$ cat config.mk
export PLATFORM = sky130hd
export DESIGN_NAME = sct_timer_channel
export DESIGN_NICKNAME = d
export VERILOG_FILES = /design/src/rtl/sct_pkg.sv /design/src/rtl/sct_access_gate.sv /design/src/rtl/sct_cmp_core.sv /design/src/rtl/sct_timer_channel.sv
export SDC_FILE = /design/constraint.sdc
export NUM_CORES = 1
export LEC_CHECK = 0
export BUFFER_PORTS_ARGS = -buffer_cell sky130_fd_sc_hd__buf_2
export CORE_MARGIN = 2
export CORE_UTILIZATION = 60
export CTS_BUF_LIST = sky130_fd_sc_hd__clkbuf_16
export CTS_CLUSTER_DIAMETER = 150
export DETAILED_ROUTE_END_ITERATION = 12
export PLACE_DENSITY_LB_ADDON = 0.25
export REMOVE_ABC_BUFFERS = 1
export SLEW_MARGIN = 20
export SYNTH_ARGS = -nofsm -noshare
export SYNTH_HDL_FRONTEND = slang
export SYNTH_SLANG_ARGS = --single-unit
$ cat constraint.sdc
create_clock -name clk -period 9.7 [get_ports clk]
set_clock_uncertainty 0.2 [all_clocks]
set_input_delay 1.455 -clock clk [delete_from_list [all_inputs] [get_ports clk]]
set_output_delay 1.455 -clock clk [all_outputs]
set_load 0.05 [all_outputs]
$ cat src/rtl/sct_pkg.sv
// Shared types for the secure compare-value timer channel.
// Assumes: register selects and outcome codes are fixed by the brief.
package sct_pkg;
    typedef enum logic [1:0] {
        ACC_OK    = 2'd0,
        ACC_UNDEF = 2'd1,
        ACC_TRAP  = 2'd2
    } acc_res_t;

    typedef enum logic [1:0] {
        SEL_CTRL = 2'd0,
        SEL_CVAL = 2'd1,
        SEL_VIEW = 2'd2
    } reg_sel_t;

    localparam int CTRL_EN   = 0;
    localparam int CTRL_MASK = 1;
    localparam int CTRL_STAT = 2;
endpackage

$ cat src/rtl/sct_access_gate.sv
// Access gate: classifies a register access by privilege level and
// security configuration into allowed, undefined or trap-to-level-3.
// Assumes: purely combinational; the caller registers the result.
module sct_access_gate
    import sct_pkg::*;
#(
    parameter int EC_W = 6,
    parameter logic [EC_W-1:0] TRAP_EC = 6'h18
) (
    input  logic [1:0]      el_i,
    input  logic            has_el3_i,
    input  logic            ns_i,
    input  logic            sec_el2_i,
    input  logic            st_i,
    output acc_res_t        res_o,
    output logic [EC_W-1:0] ec_o
);
    // Decision tree on privilege level, then on secure configuration.
    always_comb begin
        res_o = ACC_UNDEF;
        ec_o  = '0;
        unique case (el_i)
            2'd3: res_o = ACC_OK;
            2'd1: begin
                if (has_el3_i && !ns_i) begin
                    if (sec_el2_i) begin
                        res_o = ACC_UNDEF;
                    end else if (!st_i) begin
                        res_o = ACC_TRAP;
                        ec_o  = TRAP_EC;
                    end else begin
                        res_o = ACC_OK;
                    end
                end
            end
            default: res_o = ACC_UNDEF;
        endcase
    end
endmodule

$ cat src/rtl/sct_cmp_core.sv
// Compare core: holds compare value and control bits, derives the
// timer condition and the remaining-time view, registers the interrupt.
// Assumes: wr_en_i is already qualified by the access gate.
module sct_cmp_core
    import sct_pkg::*;
#(
    parameter int CNT_W  = 64,
    parameter int VIEW_W = 32
) (
    input  logic             clk,
    input  logic             rst_n,
    input  logic [CNT_W-1:0] cnt_i,
    input  logic             wr_en_i,
    input  reg_sel_t         sel_i,
    input  logic [CNT_W-1:0] wdata_i,
    output logic [CNT_W-1:0] rdata_o,
    output logic             irq_o
);
    localparam int EXT_W = CNT_W - VIEW_W;

    logic [CNT_W-1:0] cval_q;
    logic             en_q;
    logic             mask_q;
    logic [CNT_W-1:0] elapsed;
    logic [CNT_W-1:0] remain;
    logic [CNT_W-1:0] view_sext;
    logic             cond;

    assign elapsed   = cnt_i - cval_q;
    assign remain    = cval_q - cnt_i;
    assign view_sext = {{EXT_W{wdata_i[VIEW_W-1]}}, wdata_i[VIEW_W-1:0]};
    assign cond      = en_q && !elapsed[CNT_W-1];

    // Register updates for compare value and control bits.
    always_ff @(posedge clk) begin
        if (!rst_n) begin
            cval_q <= '0;
            en_q   <= 1'b0;
            mask_q <= 1'b0;
        end else if (wr_en_i) begin
            case (sel_i)
                SEL_CTRL: begin
                    en_q   <= wdata_i[CTRL_EN];
                    mask_q <= wdata_i[CTRL_MASK];
                end
                SEL_CVAL: cval_q <= wdata_i;
                SEL_VIEW: cval_q <= cnt_i + view_sext;
                default: ;
            endcase
        end
    end

    // Registered level interrupt.
    always_ff @(posedge clk) begin
        if (!rst_n) irq_o <= 1'b0;
        else        irq_o <= cond && !mask_q;
    end

    // Read mux for the three registers.
    always_comb begin
        rdata_o = '0;
        case (sel_i)
            SEL_CTRL: begin
                rdata_o[CTRL_EN]   = en_q;
                rdata_o[CTRL_MASK] = mask_q;
                rdata_o[CTRL_STAT] = cond;
            end
            SEL_CVAL: rdata_o = cval_q;
            SEL_VIEW: if (en_q) rdata_o[VIEW_W-1:0] = remain[VIEW_W-1:0];
            default: ;
        endcase
    end

    a_r6_irq_needs_unmasked_enable: assert property (@(posedge clk) disable iff (!rst_n)
        irq_o |-> $past(en_q && !mask_q));
    a_r7_disabled_no_status: assert property (@(posedge clk) disable iff (!rst_n)
        !en_q |-> !cond);
    a_r4_view_write_loads_cval: assert property (@(posedge clk) disable iff (!rst_n)
        (wr_en_i && sel_i == SEL_VIEW) |=> cval_q == $past(cnt_i) + $past(view_sext));
    a_r12_no_write_keeps_cval: assert property (@(posedge clk) disable iff (!rst_n)
        !wr_en_i |=> $stable(cval_q));
endmodule

$ cat src/rtl/sct_timer_channel.sv
// Top of the secure timer channel: gates each access, forwards allowed
// accesses to the compare core and registers a one-cycle response.
// Assumes: one request per cycle; the count input is synchronous to clk.
module sct_timer_channel
    import sct_pkg::*;
#(
    parameter int CNT_W  = 64,
    parameter int VIEW_W = 32,
    parameter int EC_W   = 6
) (
    input  logic             clk,
    input  logic             rst_n,
    input  logic [CNT_W-1:0] cnt_i,
    input  logic             req_valid,
    input  logic             req_write,
    input  logic [1:0]       req_sel,
    input  logic [CNT_W-1:0] req_wdata,
    input  logic [1:0]       req_el,
    input  logic             has_el3,
    input  logic             ns_state,
    input  logic             sec_el2_en,
    input  logic             sec_timer_acc,
    output logic             rsp_valid,
    output logic [1:0]       rsp_status,
    output logic [EC_W-1:0]  rsp_syndrome,
    output logic [CNT_W-1:0] rsp_rdata,
    output logic             irq
);
    localparam logic [EC_W-1:0] TRAP_EC = EC_W'(8'h18);

    acc_res_t         gate_res;
    logic [EC_W-1:0]  gate_ec;
    logic [CNT_W-1:0] core_rdata;
    logic             allowed;
    reg_sel_t         sel;

    assign sel     = reg_sel_t'(req_sel);
    assign allowed = req_valid && (gate_res == ACC_OK);

    sct_access_gate #(.EC_W(EC_W), .TRAP_EC(TRAP_EC)) u_gate (
        .el_i      (req_el),
        .has_el3_i (has_el3),
        .ns_i      (ns_state),
        .sec_el2_i (sec_el2_en),
        .st_i      (sec_timer_acc),
        .res_o     (gate_res),
        .ec_o      (gate_ec)
    );

    sct_cmp_core #(.CNT_W(CNT_W), .VIEW_W(VIEW_W)) u_core (
        .clk     (clk),
        .rst_n   (rst_n),
        .cnt_i   (cnt_i),
        .wr_en_i (allowed && req_write),
        .sel_i   (sel),
        .wdata_i (req_wdata),
        .rdata_o (core_rdata),
        .irq_o   (irq)
    );

    // Registered response: outcome, syndrome and read data.
    always_ff @(posedge clk) begin
        if (!rst_n) begin
            rsp_valid    <= 1'b0;
            rsp_status   <= ACC_OK;
            rsp_syndrome <= '0;
            rsp_rdata    <= '0;
        end else begin
            rsp_valid    <= req_valid;
            rsp_status   <= req_valid ? gate_res : ACC_OK;
            rsp_syndrome <= req_valid ? gate_ec : '0;
            rsp_rdata    <= (allowed && !req_write) ? core_rdata : '0;
        end
    end

    a_r8_low_levels_undefined: assert property (@(posedge clk) disable iff (!rst_n)
        (req_valid && (req_el == 2'd0 || req_el == 2'd2)) |=> rsp_status == ACC_UNDEF);
    a_r9_top_level_allowed: assert property (@(posedge clk) disable iff (!rst_n)
        (req_valid && req_el == 2'd3) |=> rsp_status == ACC_OK);
    a_r10_trap_carries_code: assert property (@(posedge clk) disable iff (!rst_n)
        (rsp_status == ACC_TRAP) |-> rsp_syndrome == TRAP_EC);
    a_r12_rejected_reads_zero: assert property (@(posedge clk) disable iff (!rst_n)
        (rsp_status != ACC_OK) |-> rsp_rdata == '0);
endmodule

# Yosys cells after proc, flatten, opt, wreduce, memory -nomap -nowiden
# Index checks and enable logic that the tools add are counted.
# Widths: inputs -> output; s select.
[classes] n_mux=9 n_addsub=3 n_bitwise=4 reduce_logical=19 n_eq_ne=4
[ops] op="$pmux 64 s2" count=1
[ops] op="$add 64x64->64" count=1
[ops] op="$sub 64x64->64" count=1
[ops] op="$pmux 29 s2" count=1
[ops] op="$mux 32" count=1
[ops] op="$sub 32x32->32" count=1
[ops] op="$pmux 3 s3" count=1
[ops] op="$reduce_and 2->1" count=4
[ops] op="$logic_and 1x1->1" count=6
[ops] op="$mux 2" count=3
[ops] op="$mux 5" count=1
[ops] op="$reduce_or 5->1" count=1
[ops] op="$eq 2x1->1 const B" count=2
[ops] op="$eq 2x2->1 const B" count=2
[ops] op="$logic_not 1->1" count=4
[ops] op="$logic_not 2->1" count=2
[ops] op="$not 1->1" count=4
[ops] op="$pmux 2 s2" count=1
[ops] op="$reduce_and 3->1" count=1
[ops] op="$reduce_bool 2->1" count=1
[word_totals] out_inout_bits=74 ff_bits=140 inputBits=140

# Longest topological paths before layout
[depth] word_depth=8 ltp_mapped=14 ltp_nobuf=14

# By module
# A second synthesis with hierarchy kept.
[unflattened] cells_unflattened=1644 area_unflattened_um2=12834.8
[by_module_without_submodules] mod="sct_cmp_core" area_each_um2=10705.3 instances=1 cells_per_inst=1470 seq_area_each_um2=1341.3
[by_module_without_submodules] mod="sct_timer_channel" area_each_um2=2053.2 instances=1 cells_per_inst=163 seq_area_each_um2=1461.4
[by_module_without_submodules] mod="sct_access_gate" area_each_um2=76.3 instances=1 cells_per_inst=11 seq_area_each_um2=0.0

# Least setup slack after synthesis
# Ideal clock, no wire load.
[synth_timing] kind="input-to-reg" startpoint="input cnt_i[0]" endpoint="register u_core.cval_q[54]" setup_slack_ps=5458 required_ps=9404 arrival_time_ps=3946 path_stages=13 setup_time_ps=96 cell_sequence="ha_1 -> inv_1 -> fa_1 -> nand2b_1 -> a21oi_1 -> nand2b_1 -> a41o_2 -> a21oi_2 -> or4_4 -> a211oi_2 -> nor2_1 -> xor2_1 -> a221oi_1"
[synth_between] elab_chain_len=2
[synth_rtl] element="start, declared" line="sct_timer_channel.sv:13" rtl="input logic [CNT_W-1:0] cnt_i,"
[synth_rtl] element="$add 64x64->64" line="sct_cmp_core.sv:47" rtl="SEL_VIEW: cval_q <= cnt_i + view_sext;"
[synth_rtl] element="$pmux 64 s2" line="sct_cmp_core.sv:41" rtl="case (sel_i)"
[synth_rtl] element="end signal, assigned" line="sct_cmp_core.sv:46" rtl="SEL_CVAL: cval_q <= wdata_i;"
[synth_rtl] element="end signal, assigned" line="sct_cmp_core.sv:47"
[synth_rtl] element="end, declared" line="sct_cmp_core.sv:21" rtl="logic [CNT_W-1:0] cval_q;"
# No other way between the ends.
# A chain may end at the register's enable or synchronous reset.

# Worst setup path in the final report
[layout_timing] startpoint="input req_wdata[31]" endpoint="register u_core.cval_q[53]"
[layout_between] elab_chain_len=2
[layout_rtl] element="start, declared" line="sct_timer_channel.sv:17" rtl="input logic [CNT_W-1:0] req_wdata,"
[layout_rtl] element="$add 64x64->64" line="sct_cmp_core.sv:47"
[layout_rtl] element="$pmux 64 s2" line="sct_cmp_core.sv:41"
# No other way between the ends.

==> impl_summary.txt <==
----------------------------------------------------
[Setup path]
  Biggest fanout along the worst timing path ... 34
  Most prevalent standard cell on the critical path ... o21ai_2
  Data arrival time of the critical path ... between 4000 and 5000 ps
  Largest incremental delay on the critical path ... 560 ps
  FF-to-FF setup slack ... 6130 ps
  Slowest cell on the critical path ... buf_2
  Setup crit start kind ... primary input
  Ordered cell list for the critical path ... buf_2, ha_1, a21oi_1, a21boi_0, a311o_1, nor4_1, o21ai_2, a21boi_2, o21ai_2, a21boi_1, xor2_1, a2111oi_2
  Critical path required time ... a little under 10000 ps
  Critical setup path kind ... in -> reg
  Type of destination of the critical path ... register

[Yosys]
  Warning count from the yosys run ... 0
  Post-Synthesis Cell Area ... 0.0121 mm^2
  Most frequently used cell type in the post-synthesis netlist ... ha_1
  Sequential-to-total area share from yosys stat ... between 20 and 25%
  Post-Synthesis Mean Instance Area ... between 7 and 8 um^2
  Synth Register Bits ... ~140
  Top cells by instance count after synthesis ... ha_1 (161), a21oi_1 (151), dfxtp_1 (135)
  Biggest area consumer among synthesized cells ... dfxtp_1
  Post-synthesis async set-or-reset flop share ... 0%
  Number of flops mapped to enable cells by yosys ... 0
  Number of distinct standard cells referenced by the synthesized netlist ... between 70 and 80
  Number of instances in the synthesized netlist ... between 1500 and 2000
  Post-synth top flop ... dfxtp_1
  Top post-synthesis cells by area ... dfxtp_1 (22%), ha_1 (17%), a21oi_1 (6.3%), a21o_1 (4.3%), nor2_1 (3.9%)
  Synth top area share ... 22.4%

[Timing]
  Relative max-transition margin ... 36.2%
  Final clock period utilization by the worst path ... around 48%
  Max-slew violation count ... 0
  Number of hold violations in the final report ... 0
  Final critical delay including setup and external delays ... ~4700 ps
  Unrepaired setup endpoints after global routing ... false
  Slew of the pin with the lowest slew margin ... 957 ps
  Hold Worst Slack ... between 200 and 300 ps
  Setup TNS ... 0 ps
  Fmax ... roughly 210 MHz
  Number of setup violations in the final report ... 0

[Route]
  Drt wl/cell ... roughly 19 um
  DRC marker count from the first detailed-route iteration ... 869
  Number of iterations in the first detailed-routing pass ... 8
  Number of nets with antenna violations after detailed routing ... 0
  Vias after detailed routing ... 12227
  Via-per-instance ratio ... between 6 and 7
  Number of DRC violations after detailed routing ... 0
  Aggregate routed wire length ... between 30000 and 40000 um

[Cells and area]
  Reg area ... roughly 0.0027 mm^2
  Non-filler instance count after layout ... 1986
  Layout overhead on the synthesized area ... 14.3%
  Cell area after layout ... approximately 0.014 mm^2
  Multi-input combinational cell area ... around 0.0086 mm^2
  Number of antenna cells inserted ... 0
  Fillers ... roughly 1700
  Layout net count ... around 2000
  Fraction of final layout cells with drive strength greater than 1 ... around 17%

[Flow run]
  Max-Cap Viols ... 0

[Floorplanning]
  DIE HEIGHT ... around 150 um
  Number of primary I/O pins ... 214
  Overall die width ... between 100 and 150 um
  Count of standard-cell rows ... approximately 50
  Core area ... 0.0196 mm^2
  Initial Util ... between 60 and 70%
  Area enclosed by the die boundary ... roughly 0.021 mm^2

[Power]
  Power per Cell Area ... around 130 mW/mm^2
  Total Power Consumption ... between 0.0015 and 0.002 W
  Worst voltage drop across the vdd grid ... about 0.00013 V
  Leakage power figure ... 6.24 nW

[Clock network]
  Clock latency reported for the late side of the worst-skew pair ... approximately 440 ps
  Clock tree from TritonCTS ... built
  Maximum number of buffers from clock root to sink ... 2
  Count of H-tree levels built during CTS ... 4
  Post-CTS Hold Buffers ... 0
  Clock Sinks ... between 100 and 150
  Number of setup buffers added after CTS ... 0
  CTS root buffer ... clkbuf_16
  Number of buffers created by CTS ... 17
  Quantity of gates resized following cts ... 0
  Clock edge transition at the registers on the reported setup and hold paths ... roughly 60 ps

[Placement]
  Dpl cells ... approximately 2000
  Final RePlAce weighted congestion ... roughly 0.95
  Detailed Place HPWL ... between 20000 and 30000 um
  Area after DPL ... roughly 0.013 mm^2
  Number of input and output port buffers inserted ... about 210

[Global routing]
  First-pass GRT wire length ... about 58000 um
  Initial antenna violation count ... 0
  GRT Resource Usage Total ... about 34%
  Total congestion overflow after global routing ... 0
  Number of global-route vias before repair ... about 12000
  Maximum number of pins on one net before global-route repair ... 86

[Status]
  Result of the run ... finished clean

[Min path]
  Min-delay worst type ... reg -> reg

----------------------------------------------------
-- power by group --
| group | switching [W] | internal (W) | total, W |
|---|---|---|---|
| clock | 0.000270 | 0.000427 | 0.000697 |
| combinational | 0.000305 | 0.000191 | 0.000496 |
| sequential | 0.00000609 | 0.000562 | 0.000568 |
| total | 0.000581 | 0.00118 | 0.00176 |
-- registers in the layout, indices dropped and copies added, names as in the netlist --
signal	flops
rsp_rdata	64
rsp_status	2
rsp_syndrome	1
rsp_valid	1
u_core.cval_q	64
u_core.en_q	1
u_core.irq_o	1
u_core.mask_q	1
-- placed cells by master, fill, tap and decap left out, types with 36 or more instances in the layout --
master,n
a211oi_1,36
a21o_1,69
a21oi_1,151
buf_2,209
dfxtp_1,135
ha_1,160
inv_1,123
mux2i_1,43
nand2_1,99
nor2_1,124
nor3_1,54
o21ai_0,88
xnor2_1,52
xor2_1,36
-- cell families (layout without fill, tap and decap cells) --
family | after synthesis | after routing | share of synthesized area, %
flops | 135 | 135 | 22.4
xor+xnor | 88 | 88 | 6.37
mux | 44 | 44 | 3.65
buf+inv | 208 | 372 | 6.71
fa+ha+maj | 163 | 163 | 17.0
compound gates | 508 | 508 | 27.9
other cells | 1 | 4 | 0.0310
simple gates | 407 | 407 | 16.0
-- layer usage --
metal  global-route usage [%]  share of wire (%)  vias up
li1                         -                  -     5915
met1                     42.2                 42     5736
met2                     57.8                 48      495
met3                     5.27                7.0       81
met4                     13.9                3.4        0
met5                        0                  0        -
-- stage by stage --
step | setup WS (ps) | util (%)
after global placement | 4780 | 67.4
after CTS | 5130 | 70.5
after floorplan | 4300 | -
after detailed placement | 4680 | 67.4
final | 5030 | 70.5
after global routing | 4680 | 70.5
-- final cells by class --
| type | instances | share of cell area [%] |
|---|---|---|
| multi-input cells | 1214 | 62.3 |
| flip-flops and latches | 135 | 19.6 |
| repair buffers | 217 | 8.00 |
| inverters | 124 | 3.37 |
| clock buffers | 17 | 3.08 |
| well taps | 265 | 2.40 |
| clock inverters | 14 | 1.33 |
-- worst paths after layout --
| path | startpoint | endpoint | cells past startpoint |
|---|---|---|---|
| setup reg to reg | u_core.cval_q[0] | rsp_rdata[28] | 14 |
| hold reg to reg | u_core.cval_q[46] | rsp_rdata[46] | 2 |
| hold / removal | u_core.cval_q[46] | rsp_rdata[46] | 2 |
| setup / recovery | req_wdata[31] | u_core.cval_q[53] | 12 |
-- critical path: cells and delay by family --
family	cells	cell delay [ps]
AOI/OAI and AO/OA	8	1930
and+or+nand+nor	1	330
xor gates and xnor gates	1	100
buffers and inverters	1	560
adders and majority gates	1	420
Power figures use the tool's default switching activity.
